[src/rtl/ioredir_pkg.sv]
package ioredir_pkg;

    typedef enum logic [0:0] {
        ST_IDLE = 1'b0,
        ST_RESP = 1'b1
    } acc_state_e;

    localparam logic [31:0] VERSION_WORD = 32'h0017_0011;
    localparam logic [31:0] MISS_WORD    = 32'hFFFF_FFFF;
    localparam logic [7:0]  DEST_ALL     = 8'hFF;

endpackage

[src/rtl/ioredir_access_fsm.sv]
module ioredir_access_fsm
    import ioredir_pkg::*;
#(
    parameter int ADDR_W    = 8,
    parameter int OFF_INDEX = 'h00,
    parameter int OFF_DATA  = 'h10
) (
    input  logic              clk,
    input  logic              rst,
    input  logic [ADDR_W-1:0] bus_addr,
    input  logic              bus_wr,
    input  logic              bus_rd,
    output logic              idx_we,
    output logic              data_we,
    output logic              rd_accept,
    output logic              rd_sel_data,
    output logic              rvalid
);

    localparam logic [ADDR_W-1:0] A_INDEX = ADDR_W'(OFF_INDEX);
    localparam logic [ADDR_W-1:0] A_DATA  = ADDR_W'(OFF_DATA);

    acc_state_e state_q, state_d;
    logic       hit_index, hit_data;

    assign hit_index = (bus_addr == A_INDEX);
    assign hit_data  = (bus_addr == A_DATA);

    // Strobes to the register file; other offsets are dropped here.
    assign idx_we      = bus_wr && hit_index;
    assign data_we     = bus_wr && hit_data;
    assign rd_accept   = bus_rd && (hit_index || hit_data);
    assign rd_sel_data = hit_data;

    // Next-state logic.
    always_comb begin
        state_d = state_q;
        unique case (state_q)
            ST_IDLE: state_d = rd_accept ? ST_RESP : ST_IDLE;
            ST_RESP: state_d = rd_accept ? ST_RESP : ST_IDLE;
            default: state_d = ST_IDLE;
        endcase
    end

    // State register.
    always_ff @(posedge clk) begin
        if (rst) state_q <= ST_IDLE;
        else     state_q <= state_d;
    end

    // Outputs.
    always_comb begin
        rvalid = 1'b0;
        unique case (state_q)
            ST_IDLE: rvalid = 1'b0;
            ST_RESP: rvalid = 1'b1;
            default: rvalid = 1'b0;
        endcase
    end

endmodule

[src/rtl/ioredir_table.sv]
module ioredir_table
    import ioredir_pkg::*;
#(
    parameter int NPIN  = 24,
    parameter int PIN_W = (NPIN > 1) ? $clog2(NPIN) : 1
) (
    input  logic              clk,
    input  logic              rst,
    input  logic              we,
    input  logic [PIN_W-1:0]  wr_pin,
    input  logic              wr_hi,
    input  logic [31:0]       wdata,
    input  logic [PIN_W-1:0]  rd_pin,
    input  logic              rd_hi,
    output logic [31:0]       rd_word,
    output logic [NPIN*8-1:0] pin_vector,
    output logic [NPIN*8-1:0] pin_dest,
    output logic [NPIN-1:0]   pin_bcast
);

    logic [31:0] lo_w [NPIN];
    logic [31:0] hi_w [NPIN];

    for (genvar p = 0; p < NPIN; p++) begin : g_pin
        logic [31:0] lo_q, hi_q;
        logic [7:0]  vec_q;
        logic        sel;

        assign sel = we && (wr_pin == PIN_W'(p));

        always_ff @(posedge clk) begin
            if (rst) begin
                lo_q  <= '0;
                hi_q  <= '0;
                vec_q <= '0;
            end else if (sel) begin
                if (wr_hi) begin
                    hi_q <= wdata;
                end else begin
                    lo_q <= wdata;
                    // A zero vector byte keeps the previous vector.
                    if (wdata[7:0] != 8'h00) vec_q <= wdata[7:0];
                end
            end
        end

        assign lo_w[p] = lo_q;
        assign hi_w[p] = hi_q;
        assign pin_vector[p*8 +: 8] = vec_q;
        assign pin_dest[p*8 +: 8]   = hi_q[31:24];
        assign pin_bcast[p]         = (hi_q[31:24] == DEST_ALL);
    end

    always_comb begin
        rd_word = '0;
        if (int'(rd_pin) < NPIN) rd_word = rd_hi ? hi_w[rd_pin] : lo_w[rd_pin];
    end

endmodule

[src/rtl/ioredir_regs.sv]
module ioredir_regs
    import ioredir_pkg::*;
#(
    parameter int NPIN      = 24,
    parameter int ADDR_W    = 8,
    parameter int OFF_INDEX = 'h00,
    parameter int OFF_DATA  = 'h10,
    parameter int TBASE     = 'h10
) (
    input  logic              clk,
    input  logic              rst,
    input  logic [ADDR_W-1:0] bus_addr,
    input  logic              bus_wr,
    input  logic              bus_rd,
    input  logic [31:0]       bus_wdata,
    output logic [31:0]       bus_rdata,
    output logic              bus_rvalid,
    output logic [NPIN*8-1:0] pin_vector,
    output logic [NPIN*8-1:0] pin_dest,
    output logic [NPIN-1:0]   pin_bcast
);

    localparam int          PIN_W  = (NPIN > 1) ? $clog2(NPIN) : 1;
    localparam logic [31:0] TBASE_W = 32'(TBASE);
    localparam logic [31:0] TEND_W  = 32'(TBASE + 2 * NPIN);

    logic              idx_we, data_we, rd_accept, rd_sel_data;
    logic [31:0]       idx_q, id_q, arb_q, rdata_q;
    logic [PIN_W:0]    rel;
    logic              in_tbl, tbl_we;
    logic [31:0]       tbl_word, win_word, rd_word;

    ioredir_access_fsm #(
        .ADDR_W   (ADDR_W),
        .OFF_INDEX(OFF_INDEX),
        .OFF_DATA (OFF_DATA)
    ) u_fsm (
        .clk        (clk),
        .rst        (rst),
        .bus_addr   (bus_addr),
        .bus_wr     (bus_wr),
        .bus_rd     (bus_rd),
        .idx_we     (idx_we),
        .data_we    (data_we),
        .rd_accept  (rd_accept),
        .rd_sel_data(rd_sel_data),
        .rvalid     (bus_rvalid)
    );

    // Table position of the current index.
    assign in_tbl = (idx_q >= TBASE_W) && (idx_q < TEND_W);
    assign rel    = (PIN_W + 1)'(idx_q - TBASE_W);
    assign tbl_we = data_we && in_tbl;

    ioredir_table #(
        .NPIN (NPIN),
        .PIN_W(PIN_W)
    ) u_tbl (
        .clk       (clk),
        .rst       (rst),
        .we        (tbl_we),
        .wr_pin    (rel[PIN_W:1]),
        .wr_hi     (rel[0]),
        .wdata     (bus_wdata),
        .rd_pin    (rel[PIN_W:1]),
        .rd_hi     (rel[0]),
        .rd_word   (tbl_word),
        .pin_vector(pin_vector),
        .pin_dest  (pin_dest),
        .pin_bcast (pin_bcast)
    );

    // Index, identity and arbitration words; arbitration has no write path.
    always_ff @(posedge clk) begin
        if (rst) begin
            idx_q <= '0;
            id_q  <= '0;
            arb_q <= '0;
        end else begin
            if (idx_we) idx_q <= bus_wdata;
            if (data_we && idx_q == 32'd0) id_q <= bus_wdata;
        end
    end

    // Data-port view of the selected register.
    always_comb begin
        if (idx_q == 32'd0)       win_word = id_q;
        else if (idx_q == 32'd1)  win_word = VERSION_WORD;
        else if (idx_q == 32'd2)  win_word = arb_q;
        else if (in_tbl)          win_word = tbl_word;
        else if (idx_q >= TEND_W) win_word = MISS_WORD;
        else                      win_word = '0;
    end

    assign rd_word = rd_sel_data ? win_word : idx_q;

    always_ff @(posedge clk) begin
        if (rst)            rdata_q <= '0;
        else if (rd_accept) rdata_q <= rd_word;
    end

    assign bus_rdata = rdata_q;

endmodule

[config.mk]
export PLATFORM = sky130hd
export DESIGN_NAME = ioredir_regs
export DESIGN_NICKNAME = d
export VERILOG_FILES = /design/src/rtl/ioredir_pkg.sv /design/src/rtl/ioredir_access_fsm.sv /design/src/rtl/ioredir_table.sv /design/src/rtl/ioredir_regs.sv
export SDC_FILE = /design/constraint.sdc
export NUM_CORES = 2
export LEC_CHECK = 0
export ABC_AREA = 1
export BUFFER_PORTS_ARGS = -buffer_cell sky130_fd_sc_hd__clkbuf_2
export CORE_MARGIN = 10
export CORE_UTILIZATION = 50
export DETAILED_ROUTE_END_ITERATION = 8
export GPL_ROUTABILITY_DRIVEN = 0
export PLACE_DENSITY = 0.68
export RECOVER_POWER = 100
export SLEW_MARGIN = 5
export SYNTH_ARGS = -nofsm -noshare
export SYNTH_HDL_FRONTEND = slang
export SYNTH_HIERARCHICAL = 1
export SYNTH_SLANG_ARGS = --single-unit
export TNS_END_PERCENT = 30
[constraint.sdc]
create_clock -name clk -period 6.1 [get_ports clk]
set_clock_uncertainty 0.05 [all_clocks]
set_input_delay 0.61 -clock clk [delete_from_list [all_inputs] [get_ports clk]]
set_output_delay 0.61 -clock clk [all_outputs]
set_load 0.1 [all_outputs]
==> impl_metrics.tcl <==
set metrics [dict create \
    status "finished with violations" \
    violations "capacitance limit, slew limit" \
    wl_per_cell_um 22.6 \
    met3_length_mm 41.2 \
    start_util_pct 50.3 \
    hold_buffers 1 \
    synthCells 11848 \
    area_growth_pct 8.66 \
    slew_viol_final 729 \
    layout_commonest_cell "nand2_1" \
    p_sw_mw 5.69 \
    first_pass_iters 7 \
    crit_buf_inv 6 \
    routed_wl_mm 312 \
    detail-route-antenna-nets 0 \
    combPwrFrac_pct 3.4 \
    grt_pass1_vias 70608 \
    synth-warning-count 6 \
    maxCapViolations 19 \
    fin_nets 11511 \
    dr.max_layer_used "met5" \
    syn_area_sq_um 80700 \
    setup_tns_ns 0 \
    die_height_um 422 \
    cts_buffer_depth 3 \
    whs_ns 0.227 \
    cp.required_ns 6.82 \
    routed_via_density 5.85 \
    regToRegSetupSlack_ns 0.59 \
    ys_types 30 \
    die_x_um 422 \
    grt_overflow_total 0 \
    hpwlAfterDp_mm 182 \
    io_pins 485 \
    cts_tree "built" \
    hold_end "u_fsm/state_q$_SDFF_PP0_" \
    setup_viol 0 \
    layout_common_cells "2479 x nand2_1, 1822 x dfxtp_1, 1584 x o21ai_0, 1546 x nor2_1, 1289 x a21oi_1" \
    synth_top_cell_by_area "dfxtp_1" \
    grt_max_degree 221 \
    startpoint_type "register" \
    yosys-top-cells-area "dfxtp_1 45%, nand2_1 12%, o21ai_0 9.7%" \
    fin_crit_ns 5.51 \
    final_area_sq_um 87700 \
    hold_depth 7 \
    htreeDepth 4 \
    syn_area_per_cell_sq_um 6.81 \
    clk_pin_slew_ns 0.06 \
    power.density_nw_per_um2 282 \
    post_dp_cell_area_sq_um 82100 \
    worst_pin_slew_ns 3.41 \
    seq_area_frac_synth_pct 45.3 \
    clk_latency_ns 0.86 \
    postCtsSetupBuffers 0 \
    sw_frac_of_total_pct 23.0 \
    irDropWorstVdd_mv 0.309 \
    crit_top_cell "nor2_1" \
    min_from "bus_addr[4]" \
    core-area_sq_um 161000 \
    ctsRootBufferMaster "clkbuf_16" \
    numCtsBuffers 191 \
    fin_crit_sh_pct 90.3 \
    wl_met2_mm 129 \
    hold_class "primary input to register" \
    critical_path_class "register to register" \
    endpoint_kind "register" \
    critPathMaxStageDelay_ns 1.24 \
    grt_pass1_wl_mm 458 \
    initialDrtViolationCount 11981 \
    num_rows 147 \
    fin_ws_ns 0.593 \
    fmaxAchievable_mhz 182 \
    leakagePower_nw 30.7 \
    cts.sinks 1825 \
    clkPwrFrac_pct 48.5 \
    grt_use_total_pct 32.8 \
    crit_family "simple AND/OR/NAND/NOR gates" \
    ff2ff_path_depth 16 \
    crit_fanout 25 \
    dp_slack_ns 1.52 \
    reg2reg_to "u_tbl/g_pin[8].hi_q[23]$_SDFFE_PP0P_" \
    synth_top_cell_area_share_pct 45.3 \
    cp_slowest_cell "nor2_1" \
    fin_util_pct 54.6 \
    antenna_found_initial 14 \
    drive_above_1_share_pct 4.53 \
    hold_viol 0 \
    die-area_sq_um 178000 \
    p_int_mw 19.1 \
    synth_fp_nets 11894 \
    reg2reg_from "idx_q[4]$_SDFFE_PP0P_" \
    crit_chain "inv_1 -> ha_1 -> nand2_1 -> inv_1 -> nand2_1 -> nor2_1 -> nor4b_1 -> clkbuf_1 -> nand2_1 -> nor2_1 -> nand3_1 -> clkbuf_1 -> inv_1 -> clkbuf_1 -> nor2_1 -> nor2_1" \
    post_cts_resized 0 \
    seq_power_share_pct 48.2 \
    drc 0 \
    wl_met1_mm 127 \
    rsz0062_at_grt "no" \
    slew_headroom_pct -127 \
    synth-seq-cells 1825 \
    cp_data_arrival_time_ns 6.23 \
    place.port_buffers 484 \
    via_count 80607 \
]
==> cells in the mapped netlist <==
library cell,number
nand2_1,2478
dfxtp_1,1825
o21ai_0,1562
nor2_1,1541
a21oi_1,1288
nand3_1,965
clkbuf_1,920
inv_1,651
buf_4,192
a211oi_1,94
buf_2,85
o211ai_1,73
nand4_1,51
buf_1,48
o21ai_1,26
nor2_2,13
inv_2,9
a21oi_2,5
nand3_2,5
nand2_2,4
buf_6,2
clkinv_1,2
ha_1,2
clkbuf_2,1
nand3_4,1
nor2_4,1
nor2_8,1
nor3_2,1
nor3_4,1
nor4b_1,1
==> state kept, by name, indices dropped and copies added, names as in the netlist <==
register	cells
bus_rdata	32
id_q	32
idx_q	32
u_fsm/state_q	1
u_tbl/g_pin.hi_q	768
u_tbl/g_pin.lo_q	768
u_tbl/g_pin.vec_q	192
==> layer usage <==
layer | GRT usage (%) | up-vias
met5 | 0.0806 | -
met4 | 14.9 | 4
met3 | 10.2 | 696
met2 | 46.5 | 4801
met1 | 45.2 | 37539
li1 | - | 37567
==> worst reg2reg max path: cells and delay by family (launching register included) <==
| family | cells | cell delay (ns) |
|---|---|---|
| buffers and inverters | 6 | 2.32 |
| and+or+nand+nor | 9 | 2.53 |
| DFF | 1 | 0.37 |
| adders and majority gates | 1 | 0.20 |
==> worst max-delay path by stage <==
stage                           from                                     to  slack, ns  cells past startpoint
5_1_grt        idx_q[4]$_SDFFE_PP0P_  u_tbl/g_pin[13].vec_q[5]$_SDFFE_PP0P_       0.70                     15
3_5_place_dp             bus_addr[0]   u_tbl/g_pin[4].vec_q[1]$_SDFFE_PP0P_       1.52                     14
4_1_cts        idx_q[2]$_SDFFE_PP0P_              bus_rdata[1]$_SDFFE_PP0P_       1.95                     15
6_report       idx_q[4]$_SDFFE_PP0P_   u_tbl/g_pin[8].hi_q[23]$_SDFFE_PP0P_       0.59                     16
2_1_floorplan            bus_addr[0]  u_tbl/g_pin[15].vec_q[7]$_SDFFE_PP0P_       3.21                     13
3_3_place_gp             bus_addr[1]    u_tbl/g_pin[4].lo_q[8]$_SDFFE_PP0P_       1.72                     15
==> kinds of logic after synthesis <==
group	after synthesis	share of synthesized area [%]
buffers and inverters	1910	9.92
adder cells (fa/ha/maj)	2	0.0310
AND/OR/NAND/NOR	5063	25.4
AO/OA/AOI/OAI	3048	19.4
flip-flops	1825	45.3
==> power groups by stage <==
stage	sequential, mW	clock [mW]	combinational [mW]
2_1_floorplan	12.2	0	0.448
3_3_place_gp	12.2	0	0.787
3_5_place_dp	12.2	0	0.794
4_1_cts	11.9	12.1	0.795
5_1_grt	11.9	12.5	0.865
6_report	11.9	12.0	0.829
==> layout make-up <==
cell class / instances / area, sq um
diodes: 14 / 35.0
clock buffers: 296 / 5820
clock inverters: 46 / 621
fillers: 15596 / 72800
inverters: 662 / 2510
multi-input cells: 8113 / 36200
flip-flops and latches: 1825 / 36500
well taps: 2160 / 2700
repair buffers: 672 / 3310
==> per-stage QoR <==
stage,power [mW],std cells
after floorplan,12.6,11848
after global placement,13.0,13431
after detailed placement,13.0,13431
after CTS,24.8,13774
after global routing,25.3,13774
final,24.7,13788
No activity file was read; power rests on OpenSTA's default activity.
